===== src/rtl/meggitt_pkg.sv =====
package meggitt_pkg;

    typedef enum logic [1:0] {
        ST_IDLE  = 2'd0,
        ST_FILL  = 2'd1,
        ST_DRAIN = 2'd2
    } lane_state_t;

    typedef struct packed {
        logic valid;
        logic sof;
        logic eow;
        logic data;
        logic fixed;
        logic uncorr;
    } lane_out_t;

endpackage


===== src/rtl/meggitt_lane.sv =====
module meggitt_lane
    import meggitt_pkg::*;
#(
    parameter int N = 7,
    parameter int P = 3,
    parameter logic [P-1:0] GLOW = 3'b011
) (
    input  logic      clk,
    input  logic      rst,
    input  logic      fill_en,
    input  logic      sof,
    input  logic      din,
    output logic      done,
    output lane_out_t lo
);
    localparam int CW = (N > 2) ? $clog2(N) : 1;
    localparam logic [CW-1:0] LAST = CW'(N - 1);

    function automatic logic [P-1:0] mul_x(input logic [P-1:0] s);
        mul_x = {s[P-2:0], 1'b0} ^ (s[P-1] ? GLOW : '0);
    endfunction

    function automatic logic [P-1:0] absorb(input logic [P-1:0] s, input logic b);
        logic fb;
        fb = s[P-1] ^ b;
        absorb = {s[P-2:0], 1'b0} ^ (fb ? GLOW : '0);
    endfunction

    function automatic logic [P-1:0] x_pow(input int e);
        logic [P-1:0] r;
        r = P'(1);
        for (int i = 0; i < e; i++) r = mul_x(r);
        x_pow = r;
    endfunction

    // syndrome of an error in the bit that is about to leave
    localparam logic [P-1:0] HIT_PAT = x_pow(N - 1 + P);

    lane_state_t   state, nstate;
    logic [CW-1:0] cnt;
    logic [P-1:0]  syn;
    logic [N-1:0]  hold;
    logic          hit;
    logic [P-1:0]  syn_after;

    assign hit       = (state == ST_DRAIN) && (syn == HIT_PAT);
    assign syn_after = mul_x(syn ^ (hit ? HIT_PAT : '0));
    assign done      = (state == ST_FILL) && fill_en && !sof && (cnt == LAST);

    // state register
    always_ff @(posedge clk) begin
        if (rst) state <= ST_IDLE;
        else     state <= nstate;
    end

    // transitions
    always_comb begin
        nstate = state;
        unique case (state)
            ST_IDLE:  if (fill_en && sof) nstate = ST_FILL;
            ST_FILL:  if (fill_en && !sof && cnt == LAST) nstate = ST_DRAIN;
            ST_DRAIN: if (cnt == LAST) nstate = ST_IDLE;
            default:  nstate = ST_IDLE;
        endcase
    end

    // datapath: holding register, syndrome register, bit counter
    always_ff @(posedge clk) begin
        if (rst) begin
            cnt  <= '0;
            syn  <= '0;
            hold <= '0;
        end else begin
            unique case (state)
                ST_IDLE: begin
                    if (fill_en && sof) begin
                        syn  <= absorb('0, din);
                        hold <= {{(N-1){1'b0}}, din};
                        cnt  <= CW'(1);
                    end
                end
                ST_FILL: begin
                    if (fill_en) begin
                        if (sof) begin
                            syn  <= absorb('0, din);
                            hold <= {{(N-1){1'b0}}, din};
                            cnt  <= CW'(1);
                        end else begin
                            syn  <= absorb(syn, din);
                            hold <= {hold[N-2:0], din};
                            cnt  <= (cnt == LAST) ? '0 : cnt + CW'(1);
                        end
                    end
                end
                ST_DRAIN: begin
                    syn  <= syn_after;
                    hold <= {hold[N-2:0], 1'b0};
                    cnt  <= (cnt == LAST) ? '0 : cnt + CW'(1);
                end
                default: begin
                    cnt <= '0;
                end
            endcase
        end
    end

    // outputs
    always_comb begin
        lo        = '0;
        lo.valid  = (state == ST_DRAIN);
        lo.sof    = (state == ST_DRAIN) && (cnt == '0);
        lo.eow    = (state == ST_DRAIN) && (cnt == LAST);
        lo.data   = (state == ST_DRAIN) && (hold[N-1] ^ hit);
        lo.fixed  = hit;
        lo.uncorr = (state == ST_DRAIN) && (cnt == LAST) && (syn_after != '0);
    end

    p_drain_len_r4: assert property (@(posedge clk) disable iff (rst)
        (state == ST_DRAIN && cnt == LAST) |=> (state == ST_IDLE));

    p_drain_cont_r4: assert property (@(posedge clk) disable iff (rst)
        (state == ST_DRAIN && cnt != LAST) |=> (state == ST_DRAIN));

    p_no_start_in_drain_r7: assert property (@(posedge clk) disable iff (rst)
        (state == ST_DRAIN) |-> !(fill_en && sof));

    p_residual_r9: assert property (@(posedge clk) disable iff (rst)
        (lo.eow && !lo.uncorr) |=> (syn == '0));

    p_fill_to_drain_r2: assert property (@(posedge clk) disable iff (rst)
        done |=> (state == ST_DRAIN && cnt == '0));

endmodule


===== src/rtl/meggitt_merge.sv =====
module meggitt_merge
    import meggitt_pkg::*;
#(
    parameter int NL = 2
) (
    input  logic      clk,
    input  logic      rst,
    input  lane_out_t lanes [NL],
    output lane_out_t merged
);
    logic [NL-1:0] vld;

    always_comb begin
        merged = '0;
        for (int i = 0; i < NL; i++) begin
            vld[i] = lanes[i].valid;
            if (lanes[i].valid) merged = merged | lanes[i];
        end
    end

    p_one_lane_r7: assert property (@(posedge clk) disable iff (rst) $onehot0(vld));

endmodule


===== src/rtl/meggitt_decoder.sv =====
module meggitt_decoder
    import meggitt_pkg::*;
#(
    parameter int N  = 7,
    parameter int P  = 3,
    parameter logic [P-1:0] GLOW = 3'b011,
    parameter int NL = 2
) (
    input  logic clk,
    input  logic rst,
    input  logic in_valid,
    input  logic in_sof,
    input  logic in_bit,
    output logic out_valid,
    output logic out_sof,
    output logic out_eow,
    output logic out_bit,
    output logic out_fixed,
    output logic out_uncorr
);
    localparam int SW = (NL > 1) ? $clog2(NL) : 1;
    localparam logic [SW-1:0] LAST_LANE = SW'(NL - 1);

    logic [SW-1:0] fill_sel;
    logic [NL-1:0] done;
    lane_out_t     lane_o [NL];
    lane_out_t     merged;

    generate
        for (genvar g = 0; g < NL; g++) begin : g_lane
            meggitt_lane #(.N(N), .P(P), .GLOW(GLOW)) u_lane (
                .clk     (clk),
                .rst     (rst),
                .fill_en (in_valid && (fill_sel == SW'(g))),
                .sof     (in_sof),
                .din     (in_bit),
                .done    (done[g]),
                .lo      (lane_o[g])
            );
        end
    endgenerate

    always_ff @(posedge clk) begin
        if (rst) fill_sel <= '0;
        else if (done[fill_sel]) fill_sel <= (fill_sel == LAST_LANE) ? '0 : fill_sel + SW'(1);
    end

    meggitt_merge #(.NL(NL)) u_merge (
        .clk    (clk),
        .rst    (rst),
        .lanes  (lane_o),
        .merged (merged)
    );

    assign out_valid  = merged.valid;
    assign out_sof    = merged.sof;
    assign out_eow    = merged.eow;
    assign out_bit    = merged.data;
    assign out_fixed  = merged.fixed;
    assign out_uncorr = merged.uncorr;

    p_reset_quiet_r1: assert property (@(posedge clk) rst |=> !out_valid);

    p_flags_qualified_r4: assert property (@(posedge clk) disable iff (rst)
        (out_sof || out_eow || out_fixed || out_uncorr) |-> out_valid);

    p_uncorr_at_end_r9: assert property (@(posedge clk) disable iff (rst)
        out_uncorr |-> out_eow);

    p_word_runs_r4: assert property (@(posedge clk) disable iff (rst)
        (out_valid && !out_eow) |=> (out_valid && !out_sof));

endmodule


===== config.mk =====
export PLATFORM = sky130hd
export DESIGN_NAME = meggitt_decoder
export DESIGN_NICKNAME = d
export VERILOG_FILES = /design/src/rtl/meggitt_pkg.sv /design/src/rtl/meggitt_lane.sv /design/src/rtl/meggitt_merge.sv /design/src/rtl/meggitt_decoder.sv
export SDC_FILE = /design/constraint.sdc
export NUM_CORES = 1
export LEC_CHECK = 0
export ABC_AREA = 0
export BUFFER_PORTS_ARGS = -buffer_cell sky130_fd_sc_hd__buf_2
export CAP_MARGIN = 0
export CORE_ASPECT_RATIO = 1.25
export CORE_MARGIN = 4
export CORE_UTILIZATION = 40
export DETAILED_ROUTE_END_ITERATION = 12
export PLACE_DENSITY_LB_ADDON = 0.1
export SYNTH_ARGS = -nofsm -noshare
export SYNTH_HDL_FRONTEND = slang
export SYNTH_SLANG_ARGS = --single-unit

===== constraint.sdc =====
create_clock -name clk -period 2.8 [get_ports clk]
set_clock_uncertainty 0.1 [all_clocks]
set_input_delay 0.28 -clock clk [delete_from_list [all_inputs] [get_ports clk]]
set_output_delay 0.28 -clock clk [all_outputs]
set_load 0.005 [all_outputs]

Word-level counts from Yosys, hierarchy flattened
Index checks and enable logic that the tools add are counted.
{ "classes": {"order_cmp": 1, "n_addsub": 3, "n_reduce_logical": 39, "n_eq_ne": 16, "n_mux": 46, "bitwise_logic": 12} }
{ "ops": {"columns": ["operator", "n"], "rows": [
  ["$mux W3", 16],
  ["$mux W7", 6],
  ["$pmux W7 S3", 2],
  ["$pmux W3 S3", 4],
  ["$logic_and A1 B1 Y1", 24],
  ["$mux W2", 11],
  ["$xor A3 B3 Y3", 6],
  ["$eq A3 B3 Y1 const B", 4],
  ["$mux W6", 2],
  ["$pmux W2 S3", 2],
  ["$reduce_and A3 Y1", 4],
  ["$reduce_bool A3 Y1", 4],
  ["$ne A2 B1 Y1 const B", 4],
  ["$ne A2 B2 Y1 const B", 4],
  ["$add A3 B1 Y3 const B", 2],
  ["$logic_not A3 Y1", 2],
  ["$or A6 B6 Y6", 1],
  ["$eq A2 B1 Y1 const B", 2],
  ["$eq A2 B2 Y1 const B", 2],
  ["$logic_not A2 Y1", 2],
  ["$reduce_and A2 Y1", 2],
  ["$xor A1 B1 Y1", 4],
  ["$mux W1", 3],
  ["$lt A1 B2 Y1 const B", 1],
  ["3 further kinds", 3]
]} }
{ "word_totals": {"reg_bits": 31, "inputBits": 5, "elab_cells": 126, "output_inout_bits": 6} }

Depth between registers and ports, before layout
Gate-level depths: netlist of run 1.
{ "depth": {"ltp_word": 11, "ltp_mapped": 11, "mapped_depth_nobuf": 9} }

Modules after synthesis
A second synthesis of run 1 with hierarchy kept.
{ "unflattened": {"hier_cells": 239, "hier_area_um2": 2039.5} }
{ "by_module_without_submodules": {"columns": ["module", "cells_per_inst", "seq_area_each_um2", "instances", "area_each_um2"], "rows": [
  ["meggitt_lane", 114, 300.3, 2, 970.9],
  ["meggitt_merge", 6, 0.0, 1, 50.0],
  ["meggitt_decoder", 5, 20.0, 1, 47.5]
]} }

Worst setup path after synthesis of run 1
OpenSTA, ideal clock, no wires.
{ "synth_timing": {"path_kind": "reg-to-reg", "start": "register g_lane[1].u_lane.state[0]", "end": "register g_lane[1].u_lane.syn[1]", "t_arrival_ps": 1674, "period_less_slack_ps": 1904, "slack_ps": 896, "setup_ps": 130, "n_path_buf": 2, "t_required_ps": 2570, "path_stages_with_launch": 12, "cell_sequence": "dfxtp_1 -> inv_1 -> ha_1 -> clkbuf_1 -> clkbuf_1 -> nand2_1 -> nand2_1 -> ha_1 -> nand2_1 -> nand3_1 -> nor2_1 -> o32ai_1"} }
{ "synth_via": {"elab_chain_len": 7, "elab_cells_between_ends": 13, "classes_between": "eq/ne (4); mux (3); bitwise (2); reduce/logical (4)"} }
{ "synth_rtl": {"columns": ["element", "line_no", "source"], "rows": [
  ["start, declared", "meggitt_lane.sv:39", "lane_state_t state, nstate;"],
  ["start signal, assigned", "meggitt_lane.sv:53", "else state <= nstate;"],
  ["$eq A2 B2 Y1", "meggitt_lane.sv:46, meggitt_lane.sv:74", null],
  ["$logic_and A1 B1 Y1", "meggitt_lane.sv:46", "assign hit = (state == ST_DRAIN) && (syn == HIT_PAT);"],
  ["$mux W3", "meggitt_lane.sv:47", "assign syn_after = mul_x(syn ^ (hit ? HIT_PAT : '0));"],
  ["$xor A3 B3 Y3", "meggitt_lane.sv:47", null],
  ["$mux W2", "meggitt_lane.sv:20", "mul_x = {s[P-2:0], 1'b0} ^ (s[P-1] ? GLOW : '0);"],
  ["$xor A3 B3 Y3", "meggitt_lane.sv:20", null],
  ["$pmux W3 S3", "meggitt_lane.sv:74", "unique case (state)"],
  ["end signal, assigned", "meggitt_lane.sv:77", "syn <= absorb('0, din);"],
  ["end signal, assigned", "meggitt_lane.sv:85", "syn <= absorb('0, din);"],
  ["end signal, assigned", "meggitt_lane.sv:89", "syn <= absorb(syn, din);"],
  ["end, declared", "meggitt_lane.sv:41", "logic [P-1:0] syn;"]
]} }
Parallel ways exist; a longest one is shown, timed or not.
A chain may end at the register's enable or synchronous reset.

Final worst setup path of run 1
{ "layout_timing": {"start": "register g_lane[0].u_lane.state[0]", "end": "output out_uncorr"} }
{ "layout_via": {"elab_chain_len": 11, "elab_cells_between_ends": 12, "classes_between": "eq/ne (1); mux (4); bitwise (3); reduce/logical (4)"} }
{ "layout_rtl": {"columns": ["element", "line_no", "source"], "rows": [
  ["start, declared", "meggitt_lane.sv:39", null],
  ["start signal, assigned", "meggitt_lane.sv:53", null],
  ["$eq A2 B2 Y1 *", "meggitt_lane.sv:46, meggitt_lane.sv:110, meggitt_lane.sv:115", null],
  ["$logic_and A1 B1 Y1", "meggitt_lane.sv:46", null],
  ["$mux W3", "meggitt_lane.sv:47", null],
  ["$xor A3 B3 Y3", "meggitt_lane.sv:47", null],
  ["$mux W2", "meggitt_lane.sv:20", null],
  ["$xor A3 B3 Y3", "meggitt_lane.sv:20", null],
  ["$reduce_bool A3 Y1", "meggitt_lane.sv:115", "lo.uncorr = (state == ST_DRAIN) && (cnt == LAST) && (syn_after != '0);"],
  ["$logic_and A1 B1 Y1", "meggitt_lane.sv:115", null],
  ["$mux W6 *", "meggitt_merge.sv:17", "if (lanes[i].valid) merged = merged | lanes[i];"],
  ["$or A6 B6 Y6", "meggitt_merge.sv:17", null],
  ["$mux W6 *", "meggitt_merge.sv:17", null],
  ["end, declared", "meggitt_decoder.sv:19", "output logic out_uncorr"]
]} }
Mark *: on every way between the ends. The rest lies on a longest branch, timed or not.

==> results of run 1 <==
[final timing paths]
path,from,endpoint,cells past startpoint
hold reg to reg,g_lane[1].u_lane.hold[4],g_lane[1].u_lane.hold[4],2
setup reg to reg,g_lane[0].u_lane.state[1],g_lane[0].u_lane.hold[4],5
hold / removal,in_bit,g_lane[1].u_lane.hold[0],3
setup / recovery,g_lane[0].u_lane.state[0],out_uncorr,8
[kinds of logic (layout without fill, tap and decap cells)]
family / Yosys count / count (layout) / share of synthesized area
buf+inv: 30 / 35 / 0.0676
fa+ha+maj: 10 / 10 / 0.0650
compound gates: 83 / 83 / 0.313
flops: 31 / 31 / 0.322
xor+xnor: 5 / 5 / 0.0228
mux: 2 / 2 / 0.0104
simple gates: 70 / 70 / 0.198
[layer usage]
layer,vias to the layer above,GRT usage,routed length [µm]
met3,6,0.0363,126
met5,-,0,0
li1,857,-,-
met4,0,0.0523,68
met1,797,0.212,2310
met2,19,0.251,2020
[state kept, by name (all words and copies together), names as in the netlist]
register             count
g_lane.u_lane.hold      14
g_lane.u_lane.cnt        6
g_lane.u_lane.syn        6
g_lane.u_lane.state      4
fill_sel                 1
[power groups by stage]
stage | clock network, mW | registers, mW | logic [mW]
6_report | 0.398 | 0.480 | 0.202
5_1_grt | 0.427 | 0.483 | 0.224
4_1_cts | 0.411 | 0.479 | 0.200
3_5_place_dp | 0 | 0.489 | 0.200
3_3_place_gp | 0 | 0.490 | 0.201
2_1_floorplan | 0 | 0.483 | 0.166
[stage by stage]
stage	area (µm²)	utilization	power (mW)	hold slack (ns)	std cells
after floorplan	1920	-	0.649	0.333	231
after global placement	2000	0.442	0.691	0.343	286
after detailed placement	2000	0.442	0.689	0.348	286
after CTS	2100	0.464	1.09	0.235	294
after global routing	2100	0.464	1.13	0.259	294
final	2100	0.464	1.08	0.244	294
[worst min-delay path, stage by stage]
cell and delay, ns:
buf_2 0.16, nand3_1 0.08, a21oi_1 0.06
[cells in the final DEF (no fill, tap or decap), types with 2 or more instances in the layout]
cell type and count:
a32o_1 2, o211ai_1 2, o32ai_1 2, nand2b_1 9, nor2_1 8, buf_2 10
a21oi_1 26, a31oi_1 3, mux2i_1 2, nand3b_1 2, a221oi_4 2, o2111ai_1 14
a31o_2 2, a22o_1 2, buf_4 5, nor3_1 4, a211oi_1 2, o21ai_0 13
dfxtp_1 31, nand3_1 8, o21a_1 2, xnor2_1 4, a221oi_1 2, inv_1 12
ha_1 10, nor2b_1 8, nand2_1 19, clkbuf_8 7
[cell type report]
type	count	area, µm²
multi-input combinational	170	1170
tap	58	72.6
clock buffer	8	100
fill	475	2430
sequential	31	621
timing repair buffer	15	87.6
inverter	12	45.0
==> flow_summary.json, run 1 <==
{
  "cp_num_buf_inv": 2,
  "hold_class": "in2reg",
  "antenna_found_initial": 0,
  "critical_path_arrival_ns": 2.00,
  "root_buffer": "clkbuf_8",
  "critPathMaxStageDelay_ns": 0.36,
  "rsz0062_at_grt": "no",
  "ir_worst_vdd_uv": 216,
  "cp-end-kind": "output port",
  "synth_commonest_cells": "dfxtp_1 (31), a21oi_1 (26), nand2_1 (19), clkbuf_1 (14), o2111ai_1 (14)",
  "power_density_mw_per_mm2": 514,
  "ys_ff_latch": 31,
  "setup_violations": 0,
  "yosysWarnings": 0,
  "post-route-period-util": 0.851,
  "num_io_pins": 11,
  "tightest_slew_ns": 0.708,
  "p_switching_mw": 0.320,
  "post_drt_wl_per_cell_um": 15.4,
  "final.setup.worst_slack_ns": 0.416,
  "start_kind": "flip-flop",
  "coreArea_mm2": 0.00453,
  "ys.flop_type": "dfxtp_1",
  "die-area_mm2": 0.00599,
  "gp_congestion": 0.794,
  "synth_cells": 231,
  "cts_hold_buffers": 0,
  "row_count": 27,
  "run_status": "complete, no violations",
  "slowest_stage": "dfxtp_1",
  "antenna_left": 0,
  "grt_max_degree": 28,
  "ys_async_sr_fraction": 0,
  "vias_per_cell": 5.71,
  "drtPass1Iterations": 4,
  "fp.dieH_um": 85.5,
  "clock_sinks": 31,
  "clk_latency_ns": 0.28,
  "cts_buffers": 5,
  "vias": 1679,
  "crit_top_cell": "ha_1",
  "cp_top_family": "simple AND/OR/NAND/NOR gates",
  "drive_gt1_frac": 0.131,
  "cts_resized": 0,
  "p_leak_nw": 0.754,
  "syn_nets": 246,
  "finalHoldViolCount": 0,
  "r2r_slack_ns": 0.74,
  "power_switching_share": 0.297,
  "cts_tree": "yes",
  "htreeDepth": 2,
  "ys_top_cells_by_area": "dfxtp_1 (32%), a21oi_1 (6.8%), ha_1 (6.5%)",
  "syn2layout_area_growth_pct": 9.10,
  "max_freq_ghz": 0.419,
  "slew_headroom": 0.528,
  "seq_power_share": 0.444,
  "diodes": 0,
  "dieWidth_um": 70.0,
  "yosysMostFrequentCell": "dfxtp_1",
  "yosysUniqueCellTypes": 50,
  "p_comb_frac": 0.187,
  "drt_drc_violations_left": 0,
  "yosys.area.top_type": "dfxtp_1",
  "clock_power_share": 0.369,
  "initial_core_util": 0.425,
  "required_ns": 2.42,
  "syn_avg_cell_area_um2": 8.33,
  "internal_power_mw": 0.759,
  "yosysSeqAreaShare": 0.322,
  "maxCapViolCount": 0,
  "cp_cell_sequence": "inv_1 -> ha_1 -> and3_1 -> nand2b_1 -> ha_1 -> nor2b_1 -> o21ai_0 -> buf_2",
  "post-route-min-period_ns": 2.38,
  "port_buffers": 10,
  "slew_violations": 0,
  "drt_iter0_markers": 126,
  "dp_hpwl_um": 2990,
  "crit_type": "reg2out",
  "nNetsFinal": 250,
  "cp_max_fo": 7,
  "post_cts_buffers": 0,
  "wirelength_um": 4520,
  "clkTransAtPathRegs_ns": 0.07,
  "synth_edf_count": 0,
  "synth_top_area_frac": 0.322,
  "grt_pass1_vias": 1633,
  "dp_slack_ns": 0.733,
  "fin_setup_tns_ns": 0,
  "gr-total-overflow": 0,
  "syn_area_mm2": 0.00192,
  "clock_path_buffers": 2,
  "grt_pass1_wl_um": 7810,
  "grtUsageTotal": 0.158
}
No activity file was read; power rests on OpenSTA's default activity.
==> run 2: changes to the inputs <==
- clock period: 2.8 -> 2.4 ns (I/O delays scaled with it)
==> run 2 against run 1 <==
Wire length fell by 3.8%. Register-to-register slack worse by 0.25 ns. Largest cell class unchanged. Sequential share of layout area down 0.18 points. Worst setup slack worse by 0.21 ns. Via count decreased by 0.77%. Highest routed layer unchanged. Critical path type unchanged. Hold slack lost 0.035 ns. Combinational power up 21%. Clock power fell by 5%. First-iteration DRC count down 25%. Final area increased by 0.60%. Non-clock buffer count is 5 higher.
==> flow_summary.json, run 2 (synthesis results as in run 1) <==
{
  "final.setup.worst_slack_ns": 0.210,
  "internal_power_mw": 0.829,
  "row_count": 27,
  "cp-end-kind": "output port",
  "initial_core_util": 0.425,
  "layout_commonest_cell": "dfxtp_1",
  "coreArea_mm2": 0.00453,
  "root_buffer": "clkbuf_8",
  "gr-total-overflow": 0,
  "dp_slack_ns": 0.428,
  "cp_cell_sequence": "inv_1 -> ha_2 -> and3_1 -> nand2b_1 -> ha_1 -> nor2b_1 -> o21ai_0 -> buf_2",
  "critical_path_arrival_ns": 1.85,
  "fin_setup_tns_ns": 0,
  "antenna_found_initial": 0,
  "finalHoldViolCount": 0,
  "regMostFlops": "g_lane.u_lane.hold",
  "gp_congestion": 0.749,
  "dp.cells": 291,
  "slowest_stage": "dfxtp_1",
  "seq_power_share": 0.473,
  "post-route-min-period_ns": 2.19,
  "critPathMaxStageDelay_ns": 0.35,
  "nFillCells": 465,
  "htreeDepth": 2,
  "cts_hold_buffers": 0,
  "clock_path_buffers": 2,
  "run_status": "complete, no violations",
  "crit_type": "reg2out",
  "wirelength_um": 4350,
  "design_area_mm2": 0.00211,
  "reg2reg_depth": 5,
  "largest_reg_flops": 14,
  "start_kind": "flip-flop",
  "whs_ns": 0.210,
  "grt_max_degree": 28,
  "ir_worst_vdd_uv": 240,
  "antenna_left": 0,
  "clkTransAtPathRegs_ns": 0.07,
  "syn2layout_area_growth_pct": 9.75,
  "port_buffers": 10,
  "p_leak_nw": 0.764,
  "cts_buffers": 5,
  "clock_sinks": 31,
  "dp_hpwl_um": 3060,
  "hold_path_depth": 3,
  "power_density_mw_per_mm2": 561,
  "multiInputGateArea_mm2": 0.00118,
  "grt_pass1_vias": 1552,
  "slew_violations": 0,
  "grt_pass1_wl_um": 7270,
  "rsz0062_at_grt": "no",
  "seqCellArea_um2": 621,
  "final_cell_mix": "dfxtp_1 (31), a21oi_1 (26), nand2_1 (19)",
  "vias_per_cell": 5.61,
  "die-area_mm2": 0.00599,
  "cp_max_fo": 7,
  "place_area_mm2": 0.00204,
  "slew_headroom": 0.634,
  "fp.dieH_um": 85.5,
  "p_comb_frac": 0.207,
  "p_total_mw": 1.18,
  "post_drt_wl_per_cell_um": 14.7,
  "tightest_slew_ns": 0.549,
  "drt_drc_violations_left": 0,
  "cts_tree": "yes",
  "reg_top3": "g_lane.u_lane.hold (14), g_lane.u_lane.cnt (6), g_lane.u_lane.syn (6)",
  "clk_latency_ns": 0.28,
  "grtUsageTotal": 0.149,
  "p_switching_mw": 0.355,
  "required_ns": 2.06,
  "nNetsFinal": 255,
  "drtPass1Iterations": 4,
  "vias": 1666,
  "clock_power_share": 0.320,
  "maxCapViolCount": 0,
  "drive_gt1_frac": 0.146,
  "max_freq_ghz": 0.457,
  "setup_violations": 0,
  "drt_iter0_markers": 95,
  "power_switching_share": 0.300,
  "hold_class": "in2reg",
  "finalNonFillerCells": 297,
  "dieWidth_um": 70.0,
  "post-route-util": 0.467,
  "num_io_pins": 11,
  "diodes": 0,
  "post-route-period-util": 0.912
}
==> run 2: cell count changes in the layout (fill, tap and decap cells not counted), sizes merged <==
cell	previous run	this run
clkbuf	8	6
buf	15	20
==> run 2: timing repair <==
action,CTS,global route
setup endpoints to repair,0,1
setup buffers,0,0
resized for setup,0,1
==> run 2: worst paths after layout <==
path                        startpoint                        to  slack, ns
max reg2reg  g_lane[1].u_lane.state[1]   g_lane[1].u_lane.syn[0]       0.49
min                             in_bit  g_lane[1].u_lane.hold[0]       0.21
max          g_lane[0].u_lane.state[0]                out_uncorr       0.21
min reg2reg   g_lane[1].u_lane.hold[5]  g_lane[1].u_lane.hold[5]       0.36
==> run 2: worst max-delay path, delay by kind of cell, from the launching register on <==
| kind | cells | cell delay [ns] |
|---|---|---|
| AOI/OAI and AO/OA | 1 | 0.13 |
| adders and majority gates | 2 | 0.40 |
| buffers and inverters | 2 | 0.22 |
| DFF | 1 | 0.35 |
| and+or+nand+nor | 3 | 0.48 |
==> run 2: area by class of cell <==
cell class	instances	share of cell area
Sequential cell	31	0.294
Inverter	12	0.0213
Timing Repair Buffer	20	0.0592
Multi-Input combinational cell	170	0.557
Tap cell	58	0.0344
Clock buffer	6	0.0344
==> run 2: power by group through the flow <==
stage / combinational, mW / sequential, mW / clock, mW
after CTS: 0.245 / 0.561 / 0.390
after floorplan: 0.194 / 0.564 / 0
final: 0.245 / 0.560 / 0.379
after detailed placement: 0.244 / 0.573 / 0
after global routing: 0.270 / 0.565 / 0.414
after global placement: 0.246 / 0.572 / 0
==> run 2: per-layer routing <==
metal | wire length [µm] | part of all wire | track usage | vias to the layer above
li1 | - | - | - | 875
met1 | 2210 | 0.51 | 0.195 | 770
met2 | 1960 | 0.45 | 0.238 | 16
met3 | 127 | 0.029 | 0.0399 | 5
met4 | 58 | 0.013 | 0.0470 | 0
met5 | 0 | 0 | 0 | -
==> run 3: changes to the inputs <==
- ABC_AREA: 0 -> 1
- CORE_UTILIZATION: 40 -> 25
==> run 3 against run 2 <==
Non-clock buffer count shrank 10. Via count grew 2.5%. Largest cell class unchanged. Die area rose by 46%. Critical endpoint unchanged. Clock power is 42% higher. Wire length rose by 7.8%. Highest routed layer unchanged.
==> flow_summary.json, run 3 <==
{
  "grt_pass1_wl_um": 7990,
  "synthMuxAreaShare": 0,
  "p_leak_nw": 0.842,
  "diodes": 0,
  "required_ns": 2.06,
  "antenna_left": 0,
  "yosysMostFrequentCell": "nand2_1",
  "drtPass1Iterations": 4,
  "die-area_mm2": 0.00877,
  "finalHoldViolCount": 0,
  "regMostFlops": "g_lane.u_lane.hold",
  "place_area_mm2": 0.00195,
  "cts_buffers": 5,
  "yosys.area.top_type": "dfxtp_1",
  "ys_ff_latch": 31,
  "largest_reg_flops": 14,
  "slew_headroom": 0.681,
  "critical_path_arrival_ns": 1.81,
  "setup_violations": 0,
  "post_cts_buffers": 0,
  "syn_area_mm2": 0.00183,
  "r2r-end": "g_lane[1].u_lane.syn[0]",
  "dieWidth_um": 84.6,
  "slew_violations": 0,
  "synthAdderAreaFrac": 0.0683,
  "final_cell_mix": "nand2_1 (68), a21oi_1 (32), dfxtp_1 (31)",
  "met2_length_um": 2300,
  "reg2reg_from": "g_lane[1].u_lane.state[0]",
  "ir_worst_vdd_uv": 273,
  "synth_edf_count": 0,
  "post-route-min-period_ns": 2.15,
  "syn_nets": 285,
  "drt_drc_violations_left": 0,
  "hold_path_depth": 3,
  "tightest_slew_ns": 0.478,
  "clk_latency_ns": 0.28,
  "synth-compound-area-share": 0.193,
  "gr-total-overflow": 0,
  "synth_xor_area_frac": 0.00956,
  "nNetsFinal": 295,
  "htreeDepth": 2,
  "drt_iter0_markers": 95,
  "num_io_pins": 11,
  "syn_avg_cell_area_um2": 6.78,
  "max_freq_ghz": 0.465,
  "gp_congestion": 0.787,
  "yosysWarnings": 0,
  "maxCapViolCount": 0,
  "routed-wl-met3_um": 142,
  "cp_max_fo": 5,
  "dr.max_layer_used": "met4",
  "holdPathEnd": "g_lane[0].u_lane.hold[0]",
  "clock_sinks": 31,
  "wirelength_um": 4690,
  "post_drt_wl_per_cell_um": 12.6,
  "layout_commonest_cell": "nand2_1",
  "final.setup.worst_slack_ns": 0.249,
  "r2r_slack_ns": 0.64,
  "grt_max_degree": 21,
  "clkTransAtPathRegs_ns": 0.07,
  "cp-end-kind": "output port",
  "met1_length_um": 2120,
  "syn2layout_area_growth_pct": 12.6,
  "vias": 1708,
  "yosysSeqAreaShare": 0.339,
  "ys_top_cells_by_area": "dfxtp_1 (34%), nand2_1 (14%), a21oi_1 (8.7%)",
  "design_area_mm2": 0.00206,
  "row_count": 34,
  "yosysUniqueCellTypes": 31,
  "dp_slack_ns": 0.553,
  "nFillCells": 809,
  "finalNonFillerCells": 371,
  "synth_cells": 270,
  "power_density_mw_per_mm2": 921,
  "cts_resized": 0,
  "holdCritStartpoint": "in_bit",
  "cts_tree": "yes",
  "reg_top3": "g_lane.u_lane.hold (14), g_lane.u_lane.cnt (6), g_lane.u_lane.syn (6)",
  "fin_setup_tns_ns": 0,
  "coreArea_mm2": 0.00706,
  "clock_path_buffers": 2,
  "synth_commonest_cells": "nand2_1 (68), a21oi_1 (32), dfxtp_1 (31), inv_1 (30), nor2_1 (22)",
  "port_buffers": 10,
  "reg2reg_depth": 5,
  "dp.cells": 363,
  "grtUsageTotal": 0.113,
  "initial_core_util": 0.259,
  "ys.flop_type": "dfxtp_1",
  "fp.dieH_um": 104,
  "dp_hpwl_um": 3470,
  "synth_top_area_frac": 0.339,
  "start_kind": "flip-flop",
  "synth_top_family_by_area": "simple AND/OR/NAND/NOR gates",
  "rsz0062_at_grt": "no",
  "grt_pass1_vias": 1642,
  "vias_per_cell": 4.60,
  "hold_class": "in2reg",
  "antenna_found_initial": 0,
  "synthSimpleGateAreaFrac": 0.298,
  "post-route-period-util": 0.896,
  "cts_hold_buffers": 0,
  "post-route-util": 0.292,
  "root_buffer": "clkbuf_8",
  "drive_gt1_frac": 0.103,
  "ys_async_sr_fraction": 0,
  "run_status": "complete, no violations",
  "crit_type": "reg2out"
}
## run 3: metal layers
metal  vias up  track usage
met4         0       0.0475
met5         -            0
li1        901            -
met3         9       0.0262
met2        26        0.194
met1       772        0.134
## run 3: logic make-up after synthesis
| family | count (synthesis) |
|---|---|
| simple gates | 125 |
| xor+xnor | 2 |
| buf+inv | 39 |
| fa+ha+maj | 10 |
| compound gates | 63 |
| flops | 31 |
## run 3: power breakdown
group / internal (mW) / switching, mW
Combinational: 0.232 / 0.475
Clock: 0.336 / 0.203
Sequential: 0.599 / 0.0545
Total: 1.17 / 0.733
## run 3: worst max path at each step
| stage | startpoint | endpoint | slack [ns] |
|---|---|---|---|
| after CTS | g_lane[0].u_lane.state[0] | out_uncorr | 0.22 |
| after global routing | g_lane[0].u_lane.state[0] | out_uncorr | 0.01 |
| after floorplan | g_lane[1].u_lane.state[0] | g_lane[1].u_lane.hold[0] | 0.81 |
| after detailed placement | g_lane[1].u_lane.state[0] | out_uncorr | 0.55 |
| after global placement | g_lane[1].u_lane.state[0] | out_uncorr | 0.55 |
| final | g_lane[1].u_lane.state[0] | out_uncorr | 0.25 |
## run 3: per-stage QoR
| stage | power, mW | hold slack (ns) |
|---|---|---|
| after floorplan | 1.24 | 0.278 |
| after global placement | 1.39 | 0.354 |
| after detailed placement | 1.39 | 0.352 |
| after CTS | 1.94 | 0.224 |
| after global routing | 2.06 | 0.257 |
| final | 1.90 | 0.219 |
## run 3: area by class of cell
class / instances / area, µm² / share of cell area
timing repair buffer: 10 / 50.0 / 0.0243
inverter: 32 / 121 / 0.0588
clock inverter: 2 / 35.0 / 0.0170
clock buffer: 6 / 82.6 / 0.0400
tap: 90 / 113 / 0.0546
multi-input combinational: 200 / 1040 / 0.505
sequential: 31 / 621 / 0.301
## run 3: critical path, stage by stage (launching register included)
cell and delay [ns]:
dfxtp_1 0.38, inv_1 0.08, ha_1 0.27, nand4_1 0.18, nand2_1 0.09, ha_1 0.18
nand2_1 0.06, nand3_1 0.07, nand2_1 0.09, buf_2 0.11
